$ cat config.mk
export PLATFORM = sky130hd
export DESIGN_NAME = cascade_pwm
export DESIGN_NICKNAME = d
export VERILOG_FILES = /design/src/rtl/pwm_pkg.sv /design/src/rtl/pwm_ctrl.sv /design/src/rtl/pwm_core.sv /design/src/rtl/cascade_pwm.sv
export SDC_FILE = /design/constraint.sdc
export NUM_CORES = 1
export LEC_CHECK = 0
export ABC_AREA = 1
export BUFFER_PORTS_ARGS = -buffer_cell sky130_fd_sc_hd__clkbuf_2
export CAP_MARGIN = 10
export CORE_MARGIN = 5
export CORE_UTILIZATION = 35
export CTS_CLUSTER_DIAMETER = 150
export DETAILED_ROUTE_END_ITERATION = 6
export GPL_TIMING_DRIVEN = 0
export PLACE_DENSITY = 0.62
export SYNTH_ARGS = -nofsm -noshare
export SYNTH_HDL_FRONTEND = slang
export SYNTH_SLANG_ARGS = --single-unit
$ cat constraint.sdc
create_clock -name clk -period 1.9 [get_ports clk]
set_clock_uncertainty 0.05 [all_clocks]
set_input_delay 0.095 -clock clk [delete_from_list [all_inputs] [get_ports clk]]
set_output_delay 0.095 -clock clk [all_outputs]
set_load 0.02 [all_outputs]
$ cat src/rtl/pwm_pkg.sv
package pwm_pkg;
  // strobes from the control side to the counting datapath
  typedef struct packed {
    logic tick;     // selected count tick, this cycle
    logic run0;     // channel 0 (or joined channel) running
    logic run1;     // channel 1 running
    logic cascade;  // channels joined into one wide channel
    logic fine;     // ripple-reduced mode, only with cascade
    logic restart;  // mode bits change on this edge
  } pwmStrb_t;

  localparam int CTRL_RUN0 = 0;
  localparam int CTRL_RUN1 = 1;
  localparam int CTRL_CAS  = 2;
  localparam int CTRL_SRC  = 3;
  localparam int CTRL_FINE = 4;
  localparam int CTRL_W    = 5;
endpackage

$ cat src/rtl/pwm_ctrl.sv
module pwm_ctrl
  import pwm_pkg::*;
#(
  parameter int CNT_W  = 8,
  parameter int ADDR_W = 3
) (
  input  logic                       clk,
  input  logic                       rstN,
  input  logic                       prescTick,
  input  logic                       reloadOvf,
  input  logic                       wrEn,
  input  logic [ADDR_W-1:0]          wrAddr,
  input  logic [CNT_W-1:0]           wrData,
  output pwmStrb_t                   strb,
  output logic [1:0][CNT_W-1:0]      shPer,
  output logic [1:0][CNT_W-1:0]      shDuty
);
  localparam int NUM_CH = 2;
  localparam logic [ADDR_W-1:0] ADDR_CTRL = '0;

  logic [CTRL_W-1:0] ctrlQ;
  logic ctrlWr;

  assign ctrlWr = wrEn && (wrAddr == ADDR_CTRL);

  always_ff @(posedge clk) begin
    if (!rstN) ctrlQ <= '0;
    else if (ctrlWr) ctrlQ <= wrData[CTRL_W-1:0];
  end

  // per-channel shadow registers, addresses 1+2i (period) and 2+2i (duty)
  for (genvar g = 0; g < NUM_CH; g++) begin : gShadow
    localparam logic [ADDR_W-1:0] ADDR_PER  = ADDR_W'(1 + 2 * g);
    localparam logic [ADDR_W-1:0] ADDR_DUTY = ADDR_W'(2 + 2 * g);
    logic [CNT_W-1:0] perQ, dutyQ;
    always_ff @(posedge clk) begin
      if (!rstN) begin
        perQ  <= '0;
        dutyQ <= '0;
      end else if (wrEn) begin
        if (wrAddr == ADDR_PER)  perQ  <= wrData;
        if (wrAddr == ADDR_DUTY) dutyQ <= wrData;
      end
    end
    assign shPer[g]  = perQ;
    assign shDuty[g] = dutyQ;
  end

  always_comb begin
    strb.tick    = ctrlQ[CTRL_SRC] ? reloadOvf : prescTick;
    strb.run0    = ctrlQ[CTRL_RUN0];
    strb.run1    = ctrlQ[CTRL_RUN1];
    strb.cascade = ctrlQ[CTRL_CAS];
    strb.fine    = ctrlQ[CTRL_FINE] & ctrlQ[CTRL_CAS];
    strb.restart = ctrlWr && ((wrData[CTRL_CAS]  != ctrlQ[CTRL_CAS]) ||
                              (wrData[CTRL_FINE] != ctrlQ[CTRL_FINE]));
  end


  per_write_chk: assert property (@(posedge clk) disable iff (!rstN)
    (wrEn && wrAddr == ADDR_W'(1)) |=> (shPer[0] == $past(wrData)));


  duty_write_chk: assert property (@(posedge clk) disable iff (!rstN)
    (wrEn && wrAddr == ADDR_W'(4)) |=> (shDuty[1] == $past(wrData)));
endmodule

$ cat src/rtl/pwm_core.sv
module pwm_core
  import pwm_pkg::*;
#(
  parameter int CNT_W = 8
) (
  input  logic                  clk,
  input  logic                  rstN,
  input  pwmStrb_t              strb,
  input  logic [1:0][CNT_W-1:0] shPer,
  input  logic [1:0][CNT_W-1:0] shDuty,
  output logic                  out0,
  output logic                  out1
);
  localparam int NUM_CH = 2;
  localparam int WIDE_W = NUM_CH * CNT_W;

  logic [1:0][CNT_W-1:0] cnt, actPer, actDuty;
  logic [1:0] run, chEnd, narrowOut;
  logic [WIDE_W-1:0] wide, widePer, wideDuty, wideNext;
  logic [CNT_W-1:0] subRev;
  logic wideEnd, fineOut, wideOut;

  assign run[0]   = strb.run0;
  assign run[1]   = strb.cascade ? strb.run0 : strb.run1;
  assign wide     = cnt;
  assign widePer  = actPer;
  assign wideDuty = actDuty;
  assign wideNext = wide + 1'b1;

  for (genvar g = 0; g < NUM_CH; g++) begin : gCh
    assign chEnd[g]     = (cnt[g] == actPer[g]);
    assign narrowOut[g] = run[g] && (cnt[g] < actDuty[g]);
  end

  // sub-cycle index, bit-reversed, spreads the extra counts evenly
  for (genvar b = 0; b < CNT_W; b++) begin : gRev
    assign subRev[b] = cnt[1][CNT_W-1-b];
  end

  assign wideEnd = strb.fine ? (&wide) : (wide == widePer);
  assign fineOut = (cnt[0] < actDuty[1]) ||
                   ((cnt[0] == actDuty[1]) && (subRev < actDuty[0]));
  assign wideOut = strb.run0 && (strb.fine ? fineOut : (wide < wideDuty));

  always_ff @(posedge clk) begin
    if (!rstN) begin
      cnt     <= '0;
      actPer  <= '0;
      actDuty <= '0;
    end else if (strb.restart) begin
      cnt     <= '0;
      actPer  <= shPer;
      actDuty <= shDuty;
    end else if (strb.cascade) begin
      if (!strb.run0 || (strb.tick && wideEnd)) begin
        cnt     <= '0;
        actPer  <= shPer;
        actDuty <= shDuty;
      end else if (strb.tick) begin
        cnt <= wideNext;
      end
    end else begin
      for (int i = 0; i < NUM_CH; i++) begin
        if (!run[i] || (strb.tick && chEnd[i])) begin
          cnt[i]     <= '0;
          actPer[i]  <= shPer[i];
          actDuty[i] <= shDuty[i];
        end else if (strb.tick) begin
          cnt[i] <= cnt[i] + 1'b1;
        end
      end
    end
  end

  assign out0 = strb.cascade ? wideOut : narrowOut[0];
  assign out1 = !strb.cascade && narrowOut[1];


  cnt_in_range_chk: assert property (@(posedge clk) disable iff (!rstN)
    (!strb.cascade && strb.run0) |-> (cnt[0] <= actPer[0]));


  idle_hold_chk: assert property (@(posedge clk) disable iff (!rstN)
    (strb.run0 && !strb.cascade && !strb.tick && !strb.restart) |=> $stable(cnt[0]));


  duty_zero_low_chk: assert property (@(posedge clk) disable iff (!rstN)
    (!strb.cascade && actDuty[0] == '0) |-> !out0);


  wide_wrap_chk: assert property (@(posedge clk) disable iff (!rstN)
    (strb.cascade && strb.run0 && strb.tick && wideEnd && !strb.restart) |=> (cnt == '0));


  stopped_zero_chk: assert property (@(posedge clk) disable iff (!rstN)
    (!strb.run1 && !strb.cascade) |=> (cnt[1] == '0));
endmodule

$ cat src/rtl/cascade_pwm.sv
module cascade_pwm
  import pwm_pkg::*;
#(
  parameter int CNT_W  = 8,
  parameter int ADDR_W = 3
) (
  input  logic              clk,
  input  logic              rstN,
  input  logic              prescTick,
  input  logic              reloadOvf,
  input  logic              wrEn,
  input  logic [ADDR_W-1:0] wrAddr,
  input  logic [CNT_W-1:0]  wrData,
  output logic              pwmOut0,
  output logic              pwmOut1
);
  pwmStrb_t strb;
  logic [1:0][CNT_W-1:0] shPer, shDuty;

  pwm_ctrl #(.CNT_W(CNT_W), .ADDR_W(ADDR_W)) u_ctrl (
    .clk(clk), .rstN(rstN), .prescTick(prescTick), .reloadOvf(reloadOvf),
    .wrEn(wrEn), .wrAddr(wrAddr), .wrData(wrData),
    .strb(strb), .shPer(shPer), .shDuty(shDuty)
  );

  pwm_core #(.CNT_W(CNT_W)) u_core (
    .clk(clk), .rstN(rstN), .strb(strb), .shPer(shPer), .shDuty(shDuty),
    .out0(pwmOut0), .out1(pwmOut1)
  );
endmodule

==> Yosys cells after proc, flatten, opt, wreduce, memory -nomap -nowiden <==
Index checks and enable logic that the tools add are counted.
W data, S select, Z words.
{ "classes": {"addsub": 3, "n_reduce_logical": 33, "n_mux": 22, "n_eq_ne": 12, "magnitude_cmp": 5, "bitwise_logic": 2} }
{ "op_table": {"columns": ["cell", "count"], "rows": [
  ["$mux W16", 9],
  ["$mux W8", 8],
  ["$lt A8 B8 Y1", 4],
  ["$eq A8 B8 Y1", 3],
  ["$add A16 B1 Y16 const B", 1],
  ["$add A8 B1 Y8 const B", 2],
  ["$eq A16 B16 Y1", 1],
  ["$lt A16 B16 Y1", 1],
  ["$reduce_and A16 Y1", 1],
  ["$reduce_and A2 Y1", 8],
  ["$reduce_bool A3 Y1", 4],
  ["$logic_and A1 B1 Y1", 10],
  ["$eq A3 B2 Y1 const B", 2],
  ["$logic_or A1 B1 Y1", 5],
  ["$mux W1", 5],
  ["$eq A3 B1 Y1 const B", 1],
  ["$eq A3 B3 Y1 const B", 1],
  ["$logic_not A1 Y1", 3],
  ["$logic_not A3 Y1", 1],
  ["$ne A3 B1 Y1 const B", 1],
  ["$ne A3 B2 Y1 const B", 1],
  ["$ne A1 B1 Y1", 2],
  ["$reduce_or A2 Y1", 1],
  ["$and A1 B1 Y1", 1],
  ["$not A1 Y1", 1]
]} }
{ "totals": {"input_bits": 16, "register_bits": 85, "word_cells": 88} }

==> Logic depth before layout (Yosys ltp) <==
{ "depth": {"word_depth": 7, "mapped_depth": 16, "depth_no_buf": 13} }

==> Modules after synthesis <==
From an unflattened synthesis, not the netlist that was laid out.
{ "unflattened": {"hier_cells": 747, "area_unflattened_um2": 5333.9} }
{ "modules_own_cells": {"columns": ["module", "instances", "cells_each", "area_per_inst_um2"], "rows": [
  ["pwm_core", 1, 516, 3696.0],
  ["pwm_ctrl", 1, 231, 1637.8]
]} }

==> Least setup slack after synthesis <==
Ideal clock, no wire load.
{ "synth_path": {"path_type": "register to register", "startpoint": "register u_core.cnt[9] in the netlist's numbering", "endpoint": "register u_core.actDuty[0] in the netlist's numbering", "setup_time_ps": 115, "synth_period_minus_slack_ps": 1909, "arrival_time_ps": 1744, "setup_slack_ps": -9, "required_time_ps": 1735, "path_stages_with_launch": 15, "path_cell_list": "dfxtp_1 ha_1 nand2_2 nor2_4 inv_2 nor3_2 nor2_1 nor2_2 nand2_4 nand3_2 buf_6 buf_6 nand3_1 nand2_1 nor2_1"} }
{ "synth_between": {"elab_chain_cells": 6} }
{ "synth_rtl": {"columns": ["item", "line", "rtl"], "rows": [
  ["start: declaration", "pwm_core.sv:17", "logic [1:0][CNT_W-1:0] cnt, actPer, actDuty;"],
  ["start signal: assignment", "pwm_core.sv:60", "cnt <= wideNext;"],
  ["start signal: indexed assignment", "pwm_core.sv:69", "cnt[i] <= cnt[i] + 1'b1;"],
  ["$eq A16 B16 Y1 / $reduce_and A16 Y1 (equally long branches)", "pwm_core.sv:40", "assign wideEnd = strb.fine ? (&wide) : (wide == widePer);"],
  ["$mux W1 (*)", "pwm_core.sv:40", null],
  ["$logic_and A1 B1 Y1 (*)", "pwm_core.sv:55", "if (!strb.run0 || (strb.tick && wideEnd)) begin"],
  ["$logic_or A1 B1 Y1 (*)", "pwm_core.sv:55", null],
  ["$ne A3 B2 Y1 (no source line) (*)", null, null],
  ["$reduce_and A2 Y1 (no source line) (*)", null, null],
  ["end signal: assignment", "pwm_core.sv:53", "actDuty <= shDuty;"],
  ["end signal: assignment", "pwm_core.sv:58", "actDuty <= shDuty;"],
  ["end signal: indexed assignment", "pwm_core.sv:67", "actDuty[i] <= shDuty[i];"],
  ["end: declaration", "pwm_core.sv:17", null]
]} }
Mark *: on every way between the ends. The rest lies on a longest branch, timed or not.
A chain may end at the register's enable or synchronous reset.

==> Final worst setup path <==
{ "layout_path": {"startpoint": "register u_core.cnt[0] in the netlist's numbering", "endpoint": "output pwmOut0"} }
{ "layout_between": {"elab_chain_cells": 6} }
{ "layout_rtl": {"columns": ["item", "line", "rtl"], "rows": [
  ["parallel branches: the longest is 5 deep, another holds $lt A16 B16 Y1", null, null],
  ["$mux W1 (*)", "pwm_core.sv:75", "assign out0 = strb.cascade ? wideOut : narrowOut[0];"],
  ["end: declaration", "cascade_pwm.sv:14", "output logic pwmOut0,"]
]} }
Every way passes the cells marked *.

==> run summary <==
height of the chip: 128 um
area used by sequential logic in the layout: 1760 um2
Setup crit end kind: output port
Setup Crit Path Kind: reg2out
most common library cells after synthesis: nand2_1 (139), inv_1 (97), a21oi_1 (85), dfxtp_1 (85), nor2_1 (83)
core outline area: 13800 um2
Final WS setup: -0.298 ns
P&R area growth vs syn: 30.1%
Area after DPL: 5190 um2
initial antenna violation count: 0
number of antenna-violating nets in the routed design: 0
share of the synthesized area in the top cell type: 0.349
floorplan die width: 128 um
PwrDens: 694 nW/um2
biggest area contributors in the synthesized netlist: dfxtp_1 (35%), nand2_1 (11%), a21oi_1 (8.7%), ha_1 (8.5%), inv_1 (7.5%)
area of the die: 16400 um2
ordered list of cells on the worst path: inv_4 > ha_4 > inv_1 > a211oi_2 > o2111ai_1 > nor2_1 > nand2_1 > nand2_1 > nand2_1 > a21oi_2 > clkbuf_8
worst-margin pin slew: 0.544 ns
static leakage power: 2.95 nW
Std-Cell Rows: 43
final worst-path cycle share: 1.16
RSZ-0062 raised after global routing: yes
number of buffers created by CTS: 9
maximum clock rate: 455 MHz
Post-Synthesis Cells: 719
Cell Area, Synth: 4880 um2
share of layout cells above drive strength 1: 0.246
Comb pwr share: 0.134
internal power contribution: 3.22 mW
TritonCTS clock tree: done
post-CTS clock slew at the launch and capture registers of the worst setup and hold paths: 0.07 ns
PortBufs: 16
maximum single-stage delay on the critical path: 0.38 ns
maximum level of the CTS H-tree: 3
routed wire length: 14.3 mm
most repeated cell in the gate-level netlist after synthesis: nand2_1
Layout Cell Area excl Fill: 6350 um2
count of final setup violators: 41
number of DRC violations after detailed-routing iteration 0: 234
routability congestion estimate from global placement: 0.854
flip-flop cell with the highest count after synthesis: dfxtp_1
WL per Instance: 14.9 um
via count of the first global-routing pass: 4351
proportion of power drawn by the clock network: 0.441
type of element launching the critical path: flip-flop
required time of the worst setup path: 1.75 ns
Multi-input gate area: 3010 um2
wire length of the first global-routing pass: 22.6 mm
max-slew violation total from the final report: 0
synth unique cells: 33
diode count: 0
Clock Latency Late Sink: 0.34 ns
sequential-to-total area share from yosys stat: 0.349
via count: 4646
net switching component of the power: 1.18 mW
drt pass-1 iters: 5
Post-route DRC: 0
DP HPWL: 9.74 mm
sequential share of power: 0.425
number of buffers on the longest clock path: 2
Layout Nets: 821
number of enable-type register cells in the synthesized netlist: 0
Initial Util: 0.354
violations in the final reports: setup timing
net switching share of the total power: 0.269
CTS Sinks: 85
Fillers: 1408
remaining max-slew budget at the tightest pin: 0.637
total gr overflow: 0
maximum vdd drop: 0.378 mV
Worst path most repeated cell: nand2_1
count of buffer and inverter cells on the critical path: 3
total routing resource utilization after global routing: 0.172
number of warning messages in the yosys log: 0
pin count of the biggest net entering global routing: 16
final design utilization: 0.461
mean instance size in the synthesized netlist: 6.79 um2
cell taking the most area after synthesis: dfxtp_1
class of the tightest hold or removal check: in2reg
# IOs: 18
Min Clock Period, post-route: 2.20 ns
kind of cell adding the most delay to the critical path: compound AO/OA/AOI/OAI gates
Crit Path Max Fanout: 4
root cell of the clock tree: clkbuf_16
max-capacitance violation count: 0
final hold violation count: 0
Net Count, Synth: 768
Critical Path AT: 2.05 ns
result of the run: finished with violations
flip-flop and latch count after synthesis: 85
share of flip-flops with an asynchronous set or reset: 0
Via density: 4.85
Slowest-stage cell, CP: dfxtp_4
[stage by stage]
stage / hold slack, ns / setup TNS (ns) / instances / setup WS, ns / total power [mW]
2_1_floorplan: 0.212 / 0 / 719 / 0.0325 / 2.25
3_3_place_gp: 0.394 / -16.44 / 915 / -0.408 / 2.39
4_1_cts: 0.0682 / -3.70 / 950 / -0.282 / 4.39
6_report: 0.0686 / -5.24 / 957 / -0.298 / 4.40
5_1_grt: 0.0900 / -11.06 / 957 / -0.338 / 4.58
3_5_place_dp: 0.401 / -15.89 / 915 / -0.398 / 2.39
[kinds of logic after synthesis]
| family | after synthesis | share of synthesized area |
|---|---|---|
| DFF | 85 | 0.349 |
| and+or+nand+nor | 311 | 0.270 |
| AOI/OAI and AO/OA | 139 | 0.150 |
| buffers and inverters | 132 | 0.113 |
| adders and majority gates | 33 | 0.0846 |
| xor gates and xnor gates | 19 | 0.0341 |
[routing by layer]
metal / up-vias / share of wire / track usage
li1: 2425 / - / -
met1: 2114 / 0.46 / 0.232
met2: 87 / 0.49 / 0.288
met3: 20 / 0.039 / 0.0258
met4: 0 / 0.019 / 0.0481
met5: - / 0 / 0
[area by class of cell]
cell class | count | area share
Timing Repair Buffer | 44 | 0.0690
Sequential cell | 85 | 0.276
Inverter | 106 | 0.0644
Clock buffer | 10 | 0.0361
Buffer | 24 | 0.0292
Clock inverter | 6 | 0.0150
Tap cell | 180 | 0.0355
Multi-Input combinational cell | 502 | 0.474
[worst min-delay path: cells and delay by family]
family,cells,cell delay (ns)
buffers and inverters,1,0.13
AOI/OAI and AO/OA,2,0.19
[flip-flops by register name, indices dropped and copies added (netlist names)]
register / count
u_ctrl.ctrlQ: 5
u_core.cnt: 16
u_ctrl.gShadow.perQ: 16
u_core.actDuty: 16
u_ctrl.gShadow.dutyQ: 16
u_core.actPer: 16
[power groups by stage]
stage	Sequential [mW]	Combinational [mW]	Clock, mW
final	1.87	0.592	1.94
after floorplan	1.90	0.345	0
after detailed placement	1.92	0.476	0
after CTS	1.87	0.549	1.97
after global placement	1.92	0.472	0
after global routing	1.88	0.661	2.04
[cell usage in the layout (no fill, tap or decap), drive strengths merged]
cell	instances
o211a	2
o21a	1
nand3	69
a21oi	85
clkinvlp	2
a211oi	5
nand4	4
clkinv	2
a21o	1
o2111ai	1
clkbuf	36
inv	106
nor4	1
bufinv	2
nand2	144
nor3	5
a21boi	1
nand3b	2
xor2	19
nor2	86
o22ai	1
ha	33
dfxtp	85
o21ai	42
buf	42
[worst paths after layout]
path / slack (ns) / depth (start not counted) / to / from
worst max-delay path: -0.30 / 11 / pwmOut0 / u_core.cnt[0]
worst min-delay path: 0.07 / 3 / u_ctrl.gShadow[1].dutyQ[5] / wrData[5]
worst max register to register: -0.19 / 17 / u_core.actDuty[9] / u_core.cnt[0]
worst min register to register: 0.41 / 2 / u_ctrl.gShadow[0].perQ[2] / u_ctrl.gShadow[0].perQ[2]
[repair_timing]
action                     in CTS  in global routing
pin swaps                      27                 21
hold endpoints to repair        0                  0
resized for setup              95                 65
buffers inserted               17                  8
setup endpoints to repair      50                 50
cloned                          2                  2
hold buffers                    0                  0
No activity file was read; power rests on OpenSTA's default activity.
